==> config.mk <==
export PLATFORM = sky130hd
export DESIGN_NAME = rx_addr_filter
export DESIGN_NICKNAME = d
export VERILOG_FILES = /design/src/rtl/rx_addr_filter.sv
export SDC_FILE = /design/constraint.sdc
export NUM_CORES = 1
export LEC_CHECK = 0
export BUFFER_PORTS_ARGS = -buffer_cell sky130_fd_sc_hd__buf_2
export CAP_MARGIN = 0
export CORE_UTILIZATION = 45
export DETAILED_ROUTE_END_ITERATION = 10
export HOLD_SLACK_MARGIN = 0.1
export MAX_ROUTING_LAYER = met4
export SYNTH_ARGS = -nofsm -noshare
export SYNTH_HDL_FRONTEND = slang
export SYNTH_SLANG_ARGS = --single-unit
==> constraint.sdc <==
create_clock -name clk -period 3.53 [get_ports clk]
set_clock_uncertainty 0.15 [all_clocks]
set_input_delay 0.353 -clock clk [delete_from_list [all_inputs] [get_ports clk]]
set_output_delay 0.353 -clock clk [all_outputs]
set_load 0.02 [all_outputs]
==> src/rtl/rx_addr_filter.sv <==
module rx_addr_filter (
  input  logic       clk,
  input  logic       rst_n,
  input  logic [7:0] cfg,
  input  logic       frame_start,
  input  logic       byte_valid,
  input  logic [7:0] byte_data,
  input  logic       reg_wr,
  input  logic [3:0] reg_addr,
  input  logic [7:0] reg_wdata,
  output logic [7:0] reg_rdata,
  output logic       dec_valid,
  output logic       dec_accept,
  output logic       dec_group
);
  localparam logic [31:0] POLY = 32'hEDB88320;

  logic [7:0]  sta  [8];
  logic [7:0]  hash [8];
  logic [2:0]  cnt;
  logic [31:0] crc;
  logic        all_ones, sta_eq, grp, done;

  function automatic logic [31:0] crc_step(input logic [31:0] c, input logic [7:0] d);
    logic [31:0] r;
    r = c;
    for (int i = 0; i < 8; i++) begin
      if (r[0] ^ d[i]) r = (r >> 1) ^ POLY;
      else             r = r >> 1;
    end
    return r;
  endfunction

  logic [2:0]  b_cnt;
  logic [31:0] b_crc;
  logic        b_ones, b_eq, take;
  assign b_cnt  = frame_start ? 3'd0 : cnt;
  assign b_crc  = frame_start ? 32'hFFFFFFFF : crc;
  assign b_ones = frame_start ? 1'b1 : all_ones;
  assign b_eq   = frame_start ? 1'b1 : sta_eq;
  assign take   = byte_valid && (b_cnt < 3'd6);

  always_ff @(posedge clk or negedge rst_n) begin
    if (!rst_n) begin
      cnt      <= 3'd6;
      crc      <= 32'hFFFFFFFF;
      all_ones <= 1'b0;
      sta_eq   <= 1'b0;
      grp      <= 1'b0;
      done     <= 1'b0;
    end else begin
      done <= take && (b_cnt == 3'd5);
      if (frame_start) begin
        cnt      <= 3'd0;
        crc      <= 32'hFFFFFFFF;
        all_ones <= 1'b1;
        sta_eq   <= 1'b1;
        grp      <= 1'b0;
      end
      if (take) begin
        cnt      <= b_cnt + 3'd1;
        crc      <= crc_step(b_crc, byte_data);
        all_ones <= b_ones && (byte_data == 8'hFF);
        sta_eq   <= b_eq && (byte_data == sta[b_cnt]);
        if (b_cnt == 3'd0) grp <= byte_data[0];
      end
    end
  end

  always_ff @(posedge clk or negedge rst_n) begin
    if (!rst_n) begin
      for (int i = 0; i < 8; i++) begin
        sta[i]  <= 8'h00;
        hash[i] <= 8'h00;
      end
    end else if (reg_wr) begin
      if (reg_addr[3])
        hash[reg_addr[2:0]] <= reg_wdata;
      else if (reg_addr[2:0] != 3'd0 && reg_addr[2:0] != 3'd7)
        sta[reg_addr[2:0] - 3'd1] <= reg_wdata;
    end
  end

  always_comb begin
    if (reg_addr[3])
      reg_rdata = hash[reg_addr[2:0]];
    else if (reg_addr[2:0] != 3'd0 && reg_addr[2:0] != 3'd7)
      reg_rdata = sta[reg_addr[2:0] - 3'd1];
    else
      reg_rdata = 8'h00;
  end

  logic [5:0] idx;
  logic       hit, accept;
  assign idx    = crc[31:26];
  assign hit    = hash[idx[5:3]][idx[2:0]];
  assign accept = cfg[4] | (all_ones ? cfg[2] : (grp ? (cfg[3] & hit) : sta_eq));

  assign dec_valid  = done;
  assign dec_accept = done & accept;
  assign dec_group  = done & grp;

  p_one_cycle_r2: assert property (@(posedge clk) disable iff (!rst_n)
    dec_valid |=> !dec_valid);
  p_after_byte_r2: assert property (@(posedge clk) disable iff (!rst_n)
    dec_valid |-> $past(byte_valid));
  p_promisc_r3: assert property (@(posedge clk) disable iff (!rst_n)
    (dec_valid && cfg[4]) |-> dec_accept);
  p_bcast_off_r4: assert property (@(posedge clk) disable iff (!rst_n)
    (dec_valid && !cfg[4] && !cfg[2] && all_ones) |-> !dec_accept);
  p_mcast_off_r5: assert property (@(posedge clk) disable iff (!rst_n)
    (dec_valid && !cfg[4] && !cfg[3] && dec_group && !all_ones) |-> !dec_accept);
  p_group_quiet_r8: assert property (@(posedge clk) disable iff (!rst_n)
    !dec_valid |-> !dec_group);
  p_hash_readback_r9: assert property (@(posedge clk) disable iff (!rst_n)
    (reg_wr && reg_addr[3]) |=> (reg_addr != $past(reg_addr) || reg_rdata == $past(reg_wdata)));
endmodule

# Word level (Yosys, flattened, before mapping)

Index checks and enable logic that the tools add are counted.

Register bits: 167
Bits in latches: 0
Memory bits (writable): 0
ROM bits: 0
Input port bits: 33
Output and inout port bits: 11
Word-level logic and storage cells: 122
Memories kept: 0

Add/subtract/negate cells: 2
$mul: 0
Divide/modulo/power cells: 0
Magnitude comparators: 8
Eq/ne operators: 4
Shifts and indexed selects: 0
Muxes and demuxes: 50
Bitwise operators: 25
Reductions and logical operators: 11

Operator list:

| operator            | count |
|---|---|
| $mux 32             | 17 |
| $bwmux 64           | 2 |
| $not 13->14         | 8 |
| $bmux 8 s3          | 4 |
| $mux 8              | 12 |
| $demux 8 s3         | 2 |
| $ge 4x4->1 const B  | 4 |
| $not 3->4           | 4 |
| $mux 1              | 10 |
| $eq 8x8->1          | 1 |
| $eq 8x8->1 const B  | 1 |
| $lt 4x1->1 const B  | 2 |
| $xor 1x1->1         | 8 |
| $logic_and 1x1->1   | 7 |
| $mux 3              | 2 |
| $lt 3x4->1 const B  | 1 |
| $add 3x1->3 const B | 1 |
| $and 1x1->1         | 3 |
| $bmux 1 s3          | 1 |
| $eq 3x3->1 const B  | 1 |
| $logic_not 3->1     | 1 |
| $lt 3x3->1 const B  | 1 |
| $ne 3x3->1 const B  | 1 |
| $reduce_and 3->1    | 1 |
| 5 further kinds     | 5 |

# Logic depth before layout (Yosys ltp)

Gate-level depths: netlist of the first run.

Depth in word-level cells: 25
Mapped depth: 11
Mapped depth without buffers: 8

# Worst setup path before layout of the first run

No wires, ideal clock.

Path type: in2out
Start: input port reg_addr[1]
End: output port reg_rdata[3]
Arrival: 2.933 ns
Required time: 3.027 ns
Setup slack: 0.094 ns
Stages: 11
Path buffers: 3
Path through: clkbuf_1 buf_2 inv_1 ha_1 xor2_1 clkbuf_1 and3_1 a21oi_1 o22ai_1 a21oi_1 o21ai_0

Cells in the longest elaborated chain, start to end: 7
Elaborated cells between the ends (all ways): 14
Those cells by class: add/sub: 1; eq/ne: 1; mux: 8; bitwise: 2; reduce/logical: 2

RTL lines:

| what                                      | RTL line | RTL |
|---|---|---|
| from (decl)                               | 9        | `input logic [3:0] reg_addr,` |
| $sub 3x1->3                               | 88       | `reg_rdata = sta[reg_addr[2:0] - 3'd1];` |
| $not 3->4 (implied by the code)           | 88       |  |
| $bmux 8 s3                                | 88       |  |
| $mux 8 (implied by the code) (2 in a row) | 88       |  |
| $mux 8                                    | 87       | `else if (reg_addr[2:0] != 3'd0 && reg_addr[2:0] != 3'd7)` |
| $mux 8 (*)                                | 85       | `if (reg_addr[3])` |
| to (decl)                                 | 11       | `output logic [7:0] reg_rdata,` |

Every way passes the cells marked *; elsewhere a longest branch is shown, timed or not. The select of a mux whose other input is x is not followed.

# Worst setup path after layout of the first run

Start: register crc[29]
End: output port dec_accept

Cells in the longest elaborated chain, start to end: 11

RTL lines:

| what                                      | RTL line | RTL |
|---|---|---|
| from (decl)                               | 21       | `logic [31:0] crc;` |
| from (signal assigned)                    | 62       | `crc <= crc_step(b_crc, byte_data);` |
| $not 3->4 (implied by the code)           | 96       | `assign hit = hash[idx[5:3]][idx[2:0]];` |
| $bmux 8 s3                                | 96       |  |
| $mux 8 (implied by the code) (2 in a row) | 96       |  |
| $bmux 1 s3                                | 96       |  |
| $mux 1 (implied by the code)              | 96       |  |
| $and 1x1->1                               | 97       | `assign accept = cfg[4] \| (all_ones ? cfg[2] : (grp ? (cfg[3] & hit) : sta_eq));` |
| $mux 1 (2 in a row)                       | 97       |  |
| $or 1x1->1                                | 97       |  |
| $and 1x1->1                               | 100      | `assign dec_accept = done & accept;` |
| to (decl)                                 | 13       | `output logic dec_accept,` |

Every way passes these cells. The select of a mux whose other input is x is not followed.

==> results.sh, run 1 <==
export IMPL_finish_instance_area_um2=11390
export IMPL_reg2reg_depth=7
export IMPL_routedWlPerCell_um=22.09
export IMPL_run_status="complete, but fails checks"
export IMPL_floorplan_initialDensity=0.4605
export IMPL_final_nets=969
export IMPL_worst_ep_required_time_ns=3.03
export IMPL_remaining_drc_errors=5
export IMPL_cap_viol_max_count=0
export IMPL_port_buffer_count=38
export IMPL_antenna_cells=0
export IMPL_critical_path_max_stage_delay_ns=0.69
export IMPL_post_synth_cell_area_avg_um2=11.34
export IMPL_largest_net_degree_at_the_start_of_global_routing=93
export IMPL_worst_setup_path_type="flip-flop to primary output"
export IMPL_firstDrtPassIters=8
export IMPL_synthDominantAreaCellType="sky130_fd_sc_hd__dfrtp_1"
export IMPL_dp_final_hpwl_um=18480
export IMPL_syn_area_um2=10110
export IMPL_worst_path_max_delay_cell="sky130_fd_sc_hd__dfstp_4"
export IMPL_antenna_violating_nets_post_route=0
export IMPL_cp_arrival_ns=2.93
export IMPL_synth_edff_count=0
export IMPL_r2r_slack_ns=0.54
export IMPL_postSynthCellCount=892
export IMPL_cts_root_to_sink_buffers=2
export IMPL_postPlaceCellArea_um2=10710
export IMPL_htree_levels=4
export IMPL_synth_top_flop_cell="sky130_fd_sc_hd__dfrtp_1"
export IMPL_worst_skew_pair_late_latency_ns=0.44
export IMPL_fin_setup_tns_ns=0
export IMPL_cts_inserted_buffers=17
export IMPL_synth_top_cells_by_area="sky130_fd_sc_hd__dfrtp_1, sky130_fd_sc_hd__mux2_2, sky130_fd_sc_hd__dfstp_2, sky130_fd_sc_hd__mux4_2, sky130_fd_sc_hd__xnor2_1"
export IMPL_synth_net_count=930
export IMPL_async_reset_ff_frac=1.000
export IMPL_tritoncts="built"
export IMPL_layout_commonest_cell="sky130_fd_sc_hd__mux2_2"
export IMPL_critical_path_peak_fanout=6
export IMPL_time_the_final_worst_path_needs_with_i_o_delays_and_setup_ns=3.438
export IMPL_fp_dieArea_um2=23070
export IMPL_timing_final_max_slew_violations=0
export IMPL_synthesis_yosys_warnings=0
export IMPL_core_area_um2=21960
export IMPL_chipWidth_um=151.9
export IMPL_layout_overhead_on_the_synthesized_area_pct=12.62
export IMPL_clock_root_buffer="sky130_fd_sc_hd__clkbuf_16"
export IMPL_path_clk_slew_ns=0.07
export IMPL_min_path_type="input port to flip-flop"
export IMPL_drive_gt1_frac=0.3739
export IMPL_via_density_per_instance=6.011
export IMPL_synth_seq_cells=167
export IMPL_rsz0062_at_grt="false"
export IMPL_crit_path_cell_trace="buf_12 -> mux4_2 -> mux2_2 -> a21oi_1 -> nor4_1 -> o311a_1 -> buf_2"
export IMPL_die_h_um=151.9
export IMPL_rows=54
export IMPL_worst_slew_pin_slew_ns=0.9361
export IMPL_final_period_util=0.9738
export IMPL_routed_wl_um=27040
export IMPL_hold_path_depth=3
export IMPL_grt_antenna_before_repair=0
export IMPL_worst_setup_path_start_kind="flip-flop"
export IMPL_timing_fmax_mhz=290.9
export IMPL_kind_of_capture_point_of_the_worst_setup_path="primary output"
export IMPL_power_static_leakage_nw=4.718
export IMPL_violations="design-rule violations"
export IMPL_drt_first_iter_violations=463
export IMPL_timing_hold_violations_final=0
export IMPL_io_pins=44
export IMPL_setup_violation_total_in_the_final_timing_report=0
export IMPL_synth_lib_cells_used_distinct=70
export IMPL_power_ir_vdd_worst_mv=0.3266
export IMPL_globalRouteOverflowTotal=0
export IMPL_vias_in_the_first_global_route=7336
export IMPL_timing_slew_headroom=0.3760
export IMPL_globalRouteTotalUtil=0.2493
export IMPL_cts_sinks=167
export IMPL_synth_sequential_area_ratio=0.4175
export IMPL_via_count=7357
export IMPL_finalWeightedCongestion=0.8797
export IMPL_power_density_nw_per_um2=701.0
export IMPL_netlist_area_leader_share=0.3292
export IMPL_global_route_wire_length_before_repair_um=42790
export IMPL_layout_cells_most_common_list="sky130_fd_sc_hd__mux2_2, sky130_fd_sc_hd__dfrtp_1, sky130_fd_sc_hd__nor2_1"
## what timing repair did
action,in CTS,in global routing
gates resized for setup,1,1
setup endpoints to repair,1,1
hold endpoints to repair,72,0
hold buffers,3,0
setup buffers,0,3
## logic make-up (layout without fill, tap and decap cells)
kind of cell	Yosys count	after routing	synth area share
AND/OR/NAND/NOR	224	224	0.1124
multiplexers	202	202	0.2651
AO/OA/AOI/OAI	168	168	0.1065
flip-flops	167	167	0.4175
buffers and inverters	75	127	0.03279
XOR/XNOR	51	51	0.05952
adder cells (fa/ha/maj)	5	5	0.006187
## Yosys cell counts (all sizes together) (3+ instances only)
cell     count
nand2       43
xnor3        7
nand3       20
and3b        7
o22a         5
dfstp       34
dfrtp      133
and4b        3
buf         28
mux4        38
and3         6
a221oi       7
a31oi        8
nor2b       13
ha           5
a211o        3
o22ai        6
o2bb2ai     12
o21ai       50
o211ai       5
nand3b       4
a21oi       40
clkbuf      38
xor2         8
mux2       146
xnor2       34
a31o         4
a211oi       6
mux2i       18
and2         5
inv          8
a22oi       12
nor3b        4
nand4       12
nor2        76
nor3        20
## routing by layer
metal | wire, um | vias to the layer above | track usage
met5 | 0 | - | -
met4 | 563 | 0 | 0.07920
met3 | 1375 | 34 | 0.03908
met2 | 12610 | 195 | 0.3781
met1 | 12490 | 3741 | 0.3435
li1 | - | 3387 | -
## flip-flops by register name (all words and copies together) (netlist names)
| signal | cells |
|---|---|
| grp | 1 |
| sta_eq | 1 |
| sta | 64 |
| dec_valid | 1 |
| crc | 32 |
| hash | 64 |
| all_ones | 1 |
| cnt | 3 |
## path summary, 6_finish.rpt
check                             start    endpoint
min                        byte_data[0]         grp
max reg2reg                      cnt[1]     crc[23]
max in group asynchronous         rst_n     crc[29]
min reg2reg                    all_ones    all_ones
max                             crc[29]  dec_accept
min in group asynchronous         rst_n         grp
## where the power goes
part | internal (mW) | switching [mW] | total [mW]
registers | 2.61 | 0.552 | 3.16
clock network | 1.02 | 0.899 | 1.92
logic | 1.59 | 1.32 | 2.91
## stage by stage
step	cells	setup slack, ns	utilization	total power, mW	hold WS (ns)
after global routing	1224	0.03911	0.5186	8.424	0.1868
after CTS	1221	0.03535	0.5168	7.981	0.1463
final	1224	0.09232	0.5186	7.982	0.1611
after global placement	1186	0.4174	0.4877	5.954	0.3507
after floorplan	892	0.09368	-	5.242	-0.09259
after detailed placement	1186	0.3732	0.4877	6.014	0.3551
## worst max-delay path, delay by kind of cell (launching register included)
kind	cells	cell delay [ns]
mux	2	0.80
flops	1	0.69
compound gates	2	0.61
buf+inv	2	0.30
simple gates	1	0.10
## final cells by class
cell class | instances | area [um^2]
well taps | 280 | 350.3
clock inverters | 15 | 180.2
flip-flops and latches | 167 | 4225
fillers | 1938 | 10570
inverters | 9 | 33.78
multi-input cells | 650 | 5567
repair buffers | 86 | 605.6
clock buffers | 17 | 425.4
(Power assumes the default switching activity.)
==> run 2: changes to the inputs <==
Settings changed: CORE_MARGIN set to 10, GPL_TIMING_DRIVEN set to 0.
==> run 2 against run 1 <==
Effect of this change:
- global-route usage is 2.8 points lower
- routed wire length is 14% higher
- sequential share of layout area hardly changed
- the flow now finishes without violations
- final cell count is 1.3% higher
- non-clock buffer count is 15 higher
- total power hardly changed
- worst hold slack worse by 0.022 ns
==> results.sh, run 2 (same netlist as run 1, synthesis figures left out) <==
export IMPL_crit_path_cell_trace="clkbuf_4 -> buf_4 -> inv_1 -> ha_1 -> xor2_4 -> clkbuf_2 -> mux2i_1 -> o22ai_1 -> a21oi_1 -> o21ai_0 -> buf_2"
export IMPL_final_nets=984
export IMPL_htree_levels=4
export IMPL_critical_path_peak_fanout=10
export IMPL_gr_usage_met1=0.2873
export IMPL_power_static_leakage_nw=4.637
export IMPL_cts_inserted_buffers=17
export IMPL_layout_commonest_cell="sky130_fd_sc_hd__mux2_2"
export IMPL_kind_of_capture_point_of_the_worst_setup_path="primary output"
export IMPL_core_area_um2=21960
export IMPL_grt_antenna_before_repair=1
export IMPL_cp_arrival_ns=2.97
export IMPL_cts_root_to_sink_buffers=2
export IMPL_timing_slew_headroom=0.2586
export IMPL_drt_first_iter_violations=936
export IMPL_final_worst_setup_slack_ns=0.05863
export IMPL_largest_net_degree_at_the_start_of_global_routing=93
export IMPL_critical_path_max_stage_delay_ns=0.36
export IMPL_use_met2=0.3302
export IMPL_time_the_final_worst_path_needs_with_i_o_delays_and_setup_ns=3.471
export IMPL_gr_max_usage_layer="met2"
export IMPL_power_ir_vdd_worst_mv=0.3434
export IMPL_tritoncts="built"
export IMPL_dp_final_hpwl_um=21510
export IMPL_firstDrtPassIters=6
export IMPL_setup_violation_total_in_the_final_timing_report=0
export IMPL_fp_dieArea_um2=28860
export IMPL_finalWeightedCongestion=0.9415
export IMPL_chipWidth_um=169.9
export IMPL_via_count=7787
export IMPL_min_path_type="input port to flip-flop"
export IMPL_critPathBufInv=5
export IMPL_floorplan_initialDensity=0.4605
export IMPL_routed_wl_um=30740
export IMPL_cap_viol_max_count=0
export IMPL_gate_family_responsible_for_the_most_delay_along_the_worst_path="buffers and inverters"
export IMPL_vias_in_the_first_global_route=7760
export IMPL_globalRouteMet3Util=0.04998
export IMPL_biggestRegsByFlops="hash: 64 flops, sta: 64 flops, crc: 32 flops"
export IMPL_power_density_nw_per_um2=700.5
export IMPL_pre_cts_slack_ns=-1.230
export IMPL_routedWlPerCell_um=24.79
export IMPL_io_pins=44
export IMPL_via_density_per_instance=6.280
export IMPL_globalRouteTotalUtil=0.2210
export IMPL_antenna_violating_nets_post_route=0
export IMPL_run_status="finished clean"
export IMPL_final_period_util=0.9834
export IMPL_worst_path_max_delay_cell="sky130_fd_sc_hd__ha_1"
export IMPL_die_h_um=169.9
export IMPL_cts_sinks=167
export IMPL_global_route_wire_length_before_repair_um=47270
export IMPL_timing_final_max_slew_violations=0
export IMPL_rows=54
export IMPL_path_clk_slew_ns=0.08
export IMPL_drive_gt1_frac=0.3493
export IMPL_fin_setup_tns_ns=0
export IMPL_worst_setup_path_start_kind="input port"
export IMPL_port_buffer_count=34
export IMPL_worst_skew_pair_late_latency_ns=0.43
export IMPL_layout_overhead_on_the_synthesized_area_pct=12.58
export IMPL_worst_ep_required_time_ns=3.03
export IMPL_worst_slew_pin_slew_ns=1.108
export IMPL_layout_cells_most_common_list="sky130_fd_sc_hd__mux2_2, sky130_fd_sc_hd__dfrtp_1, sky130_fd_sc_hd__nor2_1"
export IMPL_timing_fmax_mhz=288.1
export IMPL_worst_setup_path_type="input port to primary output"
export IMPL_globalRouteOverflowTotal=0
export IMPL_timing_hold_violations_final=0
export IMPL_remaining_drc_errors=0
export IMPL_clock_root_buffer="sky130_fd_sc_hd__clkbuf_16"
run 2: path summary, 6_finish.rpt:
kind	cells after the start	slack, ns	to	start
setup / recovery	11	0.06	reg_rdata[3]	reg_addr[1]
hold / removal	2	0.14	sta[43]	reg_wdata[3]
setup reg to reg	8	0.40	sta_eq	cnt[2]
hold reg to reg	1	0.38	hash[62]	hash[62]
max in group asynchronous	3	1.96	crc[16]	rst_n
min in group asynchronous	2	0.38	hash[38]	rst_n
run 2: layer usage:
metal	routed length (um)	vias up
met4	984	0
li1	-	3428
met1	13210	3984
met2	14300	314
met3	2238	61
met5	0	-
run 2: stage by stage:
| stage | hold WS, ns | cell area (um^2) | utilization | total power, mW | cells |
|---|---|---|---|---|---|
| after floorplan | -0.09259 | 10110 | - | 5.242 | 892 |
| final | 0.1395 | 11380 | 0.5184 | 7.974 | 1240 |
| after global routing | 0.1494 | 11380 | 0.5184 | 8.389 | 1240 |
| after global placement | 0.3580 | 10630 | 0.4842 | 5.993 | 1206 |
| after CTS | 0.1451 | 11360 | 0.5175 | 7.951 | 1239 |
| after detailed placement | 0.2783 | 10680 | 0.4864 | 6.046 | 1208 |
run 2: worst reg2reg max path, stage by stage, from the launching register on:
cell and delay [ns]:
sky130_fd_sc_hd__dfstp_2 0.52, sky130_fd_sc_hd__buf_4 0.19, sky130_fd_sc_hd__buf_2 0.37, sky130_fd_sc_hd__nor3b_1 0.72, sky130_fd_sc_hd__a22oi_1 0.19, sky130_fd_sc_hd__a31o_2 0.29
sky130_fd_sc_hd__a211oi_1 0.23, sky130_fd_sc_hd__nand4_1 0.19, sky130_fd_sc_hd__a22oi_1 0.19
run 2: where the power goes:
part,switching (mW),leakage (nW),internal (mW)
registers,0.539,2.00,2.61
clock network,0.907,0.282,0.946
logic,1.41,2.35,1.57
run 2: final cells by class:
cell class / instances / area (um^2)
antenna: 1 / 2.502
clock buffer: 17 / 425.4
timing repair buffer: 40 / 255.2
tap: 280 / 350.3
inverter: 9 / 38.79
sequential: 167 / 4225
multi-input combinational: 650 / 5608
buffer: 61 / 322.8
clock inverter: 15 / 155.1
fill: 1945 / 10580
run 2: what timing repair did:
action	4_1_cts	5_1_grt
gates resized for setup	26	4
endpoints found under the setup margin	57	4
buffers inserted	0	1
pin swaps	0	1
endpoints found under the hold margin	90	0
hold buffers	3	0
==> run 3: changes to the inputs <==
Settings changed: CELL_PAD_IN_SITES_DETAIL_PLACEMENT set to 1, CELL_PAD_IN_SITES_GLOBAL_PLACEMENT set to 1, CORE_UTILIZATION 45 to 51, PLACE_DENSITY_LB_ADDON set to 0.1.
==> run 3 against run 2 <==
Effect of this change:
- worst hold slack better by 0.0047 ns
- via count rose by 3.5%
- count of clock-buffer cells in the layout unchanged
- combinational power rose by 6%
- critical endpoint is now reg_rdata[0]
==> results.sh, run 3 (same netlist as run 1, synthesis figures left out) <==
export IMPL_run_status="finished clean"
export IMPL_setup_violation_total_in_the_final_timing_report=0
export IMPL_firstDrtPassIters=5
export IMPL_timing_final_max_slew_violations=0
export IMPL_biggestRegsByFlops="hash: 64 flops, sta: 64 flops, crc: 32 flops"
export IMPL_worst_slew_pin_slew_ns=1.443
export IMPL_finish_instance_area_um2=11370
export IMPL_worst_path_max_delay_cell="sky130_fd_sc_hd__mux4_2"
export IMPL_via_count=8056
export IMPL_power_static_leakage_nw=4.636
export IMPL_timing_fmax_mhz=289.8
export IMPL_time_the_final_worst_path_needs_with_i_o_delays_and_setup_ns=3.450
export IMPL_critical_path_peak_fanout=10
export IMPL_cp_arrival_ns=2.95
export IMPL_fin_worst_hold_slack_ns=0.1441
export IMPL_kind_of_capture_point_of_the_worst_setup_path="primary output"
export IMPL_intPower_mw=5.190
export IMPL_gate_family_responsible_for_the_most_delay_along_the_worst_path="buffers and inverters"
export IMPL_power_ir_vdd_worst_mv=0.4304
export IMPL_power_frac_seq=0.389
export IMPL_largest_net_degree_at_the_start_of_global_routing=97
export IMPL_via_density_per_instance=6.566
export IMPL_utilization_after_layout=0.5840
export IMPL_cts_root_to_sink_buffers=2
export IMPL_postPlaceCellArea_um2=10660
export IMPL_timing_slew_headroom=0.03540
export IMPL_routedWlPerCell_um=27.59
export IMPL_crit_path_cell_trace="buf_2 -> buf_2 -> inv_4 -> clkbuf_4 -> ha_2 -> xor2_4 -> clkbuf_8 -> mux4_2 -> mux2i_2 -> o21ai_0 -> buf_2"
export IMPL_worst_skew_pair_late_latency_ns=0.44
export IMPL_layout_commonest_cell="sky130_fd_sc_hd__mux2_2"
export IMPL_path_clk_slew_ns=0.07
export IMPL_nFillCells=2046
export IMPL_final_period_util=0.9774
export IMPL_remaining_drc_errors=0
export IMPL_drive_gt1_frac=0.3538
export IMPL_power_density_nw_per_um2=719.8
export IMPL_design_power_total_mw=8.182
export IMPL_port_buffer_count=34
export IMPL_finalWeightedCongestion=0.9483
export IMPL_global_route_wire_length_before_repair_um=52720
export IMPL_critPathBufInv=6
export IMPL_power_clock_fraction=0.227
export IMPL_dp_final_hpwl_um=24140
export IMPL_worst_setup_path_type="input port to primary output"
export IMPL_io_pins=44
export IMPL_layout_cells_most_common_list="sky130_fd_sc_hd__mux2_2, sky130_fd_sc_hd__dfrtp_1, sky130_fd_sc_hd__nor2_1"
export IMPL_antenna_violating_nets_post_route=0
export IMPL_tritoncts="built"
export IMPL_cap_viol_max_count=0
export IMPL_cts_sinks=167
export IMPL_critical_path_max_stage_delay_ns=0.33
export IMPL_multiInputGateArea_um2=5605
export IMPL_fin_setup_tns_ns=0
export IMPL_critPathMostFrequentCell="sky130_fd_sc_hd__buf_2"
export IMPL_vias_in_the_first_global_route=8735
export IMPL_routed_wl_um=33850
export IMPL_htree_levels=4
export IMPL_switching_share=0.3656
export IMPL_worst_setup_path_start_kind="input port"
export IMPL_worst_ep_required_time_ns=3.03
export IMPL_globalRouteTotalUtil=0.2710
export IMPL_min_path_type="input port to flip-flop"
export IMPL_chipWidth_um=160.8
export IMPL_grt_antenna_before_repair=1
export IMPL_rows=51
export IMPL_timing_hold_violations_final=0
export IMPL_total_area_of_sequential_cells_um2=4225
export IMPL_comb_power_share=0.385
export IMPL_die_h_um=160.8
export IMPL_clock_root_buffer="sky130_fd_sc_hd__clkbuf_16"
export IMPL_fp_dieArea_um2=25860
export IMPL_layout_overhead_on_the_synthesized_area_pct=12.41
export IMPL_cts_inserted_buffers=17
export IMPL_drt_first_iter_violations=739
export IMPL_switchingPower_mw=2.991
export IMPL_globalRouteOverflowTotal=0
export IMPL_floorplan_initialDensity=0.5195
export IMPL_core_area_um2=19460
export IMPL_final_nets=986
[run 3: cell types whose count changed in the layout (fill, tap and decap cells not counted), moves of 2 or more]
cell and change:
sky130_fd_sc_hd__buf_2 +2, sky130_fd_sc_hd__clkbuf_2 +2, sky130_fd_sc_hd__clkinv_4 -2, sky130_fd_sc_hd__clkinv_8 -2, sky130_fd_sc_hd__clkinvlp_4 +2, sky130_fd_sc_hd__inv_8 -2, sky130_fd_sc_hd__mux2i_2 +2, sky130_fd_sc_hd__o21ai_0 -2
sky130_fd_sc_hd__o21ai_1 +2
[run 3: worst register-to-register path, cell delays in order, from the launching register on]
cell	delay, ns
sky130_fd_sc_hd__dfrtp_1	0.34
sky130_fd_sc_hd__clkbuf_1	0.42
sky130_fd_sc_hd__clkbuf_1	0.65
sky130_fd_sc_hd__mux4_2	0.47
sky130_fd_sc_hd__nand2_1	0.14
sky130_fd_sc_hd__nand4_1	0.11
sky130_fd_sc_hd__a211oi_1	0.28
sky130_fd_sc_hd__nand4_1	0.18
sky130_fd_sc_hd__a22oi_1	0.19
[run 3: final timing paths]
check / slack [ns] / endpoint / cells after the start / start
min in group asynchronous: 0.32 / hash[47] / 2 / rst_n
worst min register to register: 0.38 / hash[10] / 1 / hash[10]
worst max register to register: 0.52 / sta_eq / 8 / cnt[0]
max in group asynchronous: 2.04 / sta[58] / 3 / rst_n
worst min-delay path: 0.14 / hash[0] / 2 / reg_wdata[0]
worst max-delay path: 0.08 / reg_rdata[0] / 11 / reg_addr[0]
[run 3: timing repair]
| action | 4_1_cts | 5_1_grt |
|---|---|---|
| endpoints found under the setup margin | 57 | 9 |
| pin swaps | 0 | 2 |
| hold endpoints to repair | 79 | 0 |
| hold buffers | 3 | 0 |
| gates resized for setup | 20 | 17 |
| cloned | 0 | 0 |
| setup buffers | 2 | 1 |
[run 3: area by class of cell]
type / count / area share
multi-input cells: 650 / 0.4932
flip-flops and latches: 167 / 0.3718
clock buffers: 17 / 0.03743
well taps: 265 / 0.02917
plain buffers: 62 / 0.02884
repair buffers: 41 / 0.02345
clock inverters: 15 / 0.01277
inverters: 9 / 0.003192
diodes: 1 / 0.0002202
[run 3: layer usage]
layer / vias up / GRT usage / wire [um]
met3: 100 / 0.05291 / 2224
met4: 0 / 0.1088 / 1166
met5: - / - / 0
met2: 336 / 0.4332 / 16460
met1: 4199 / 0.3333 / 13990
li1: 3421 / - / -
[run 3: per-stage QoR]
stage          std cells  worst slack (ns)
2_1_floorplan        892           0.09368
3_3_place_gp        1191            -1.066
3_5_place_dp        1192            -1.208
4_1_cts             1225          -0.05156
5_1_grt             1227          -0.01231
6_report            1227           0.07967
[run 3: power by group through the flow]
stage               registers, mW  logic, mW  clock network (mW)
finish                       3.18       3.15                1.85
global route                 3.25       3.39                1.96
CTS                          3.15       3.09                1.87
detailed placement           3.13       3.05                   0
global placement             3.06       2.92                   0
floorplan                    2.91       2.33                   0
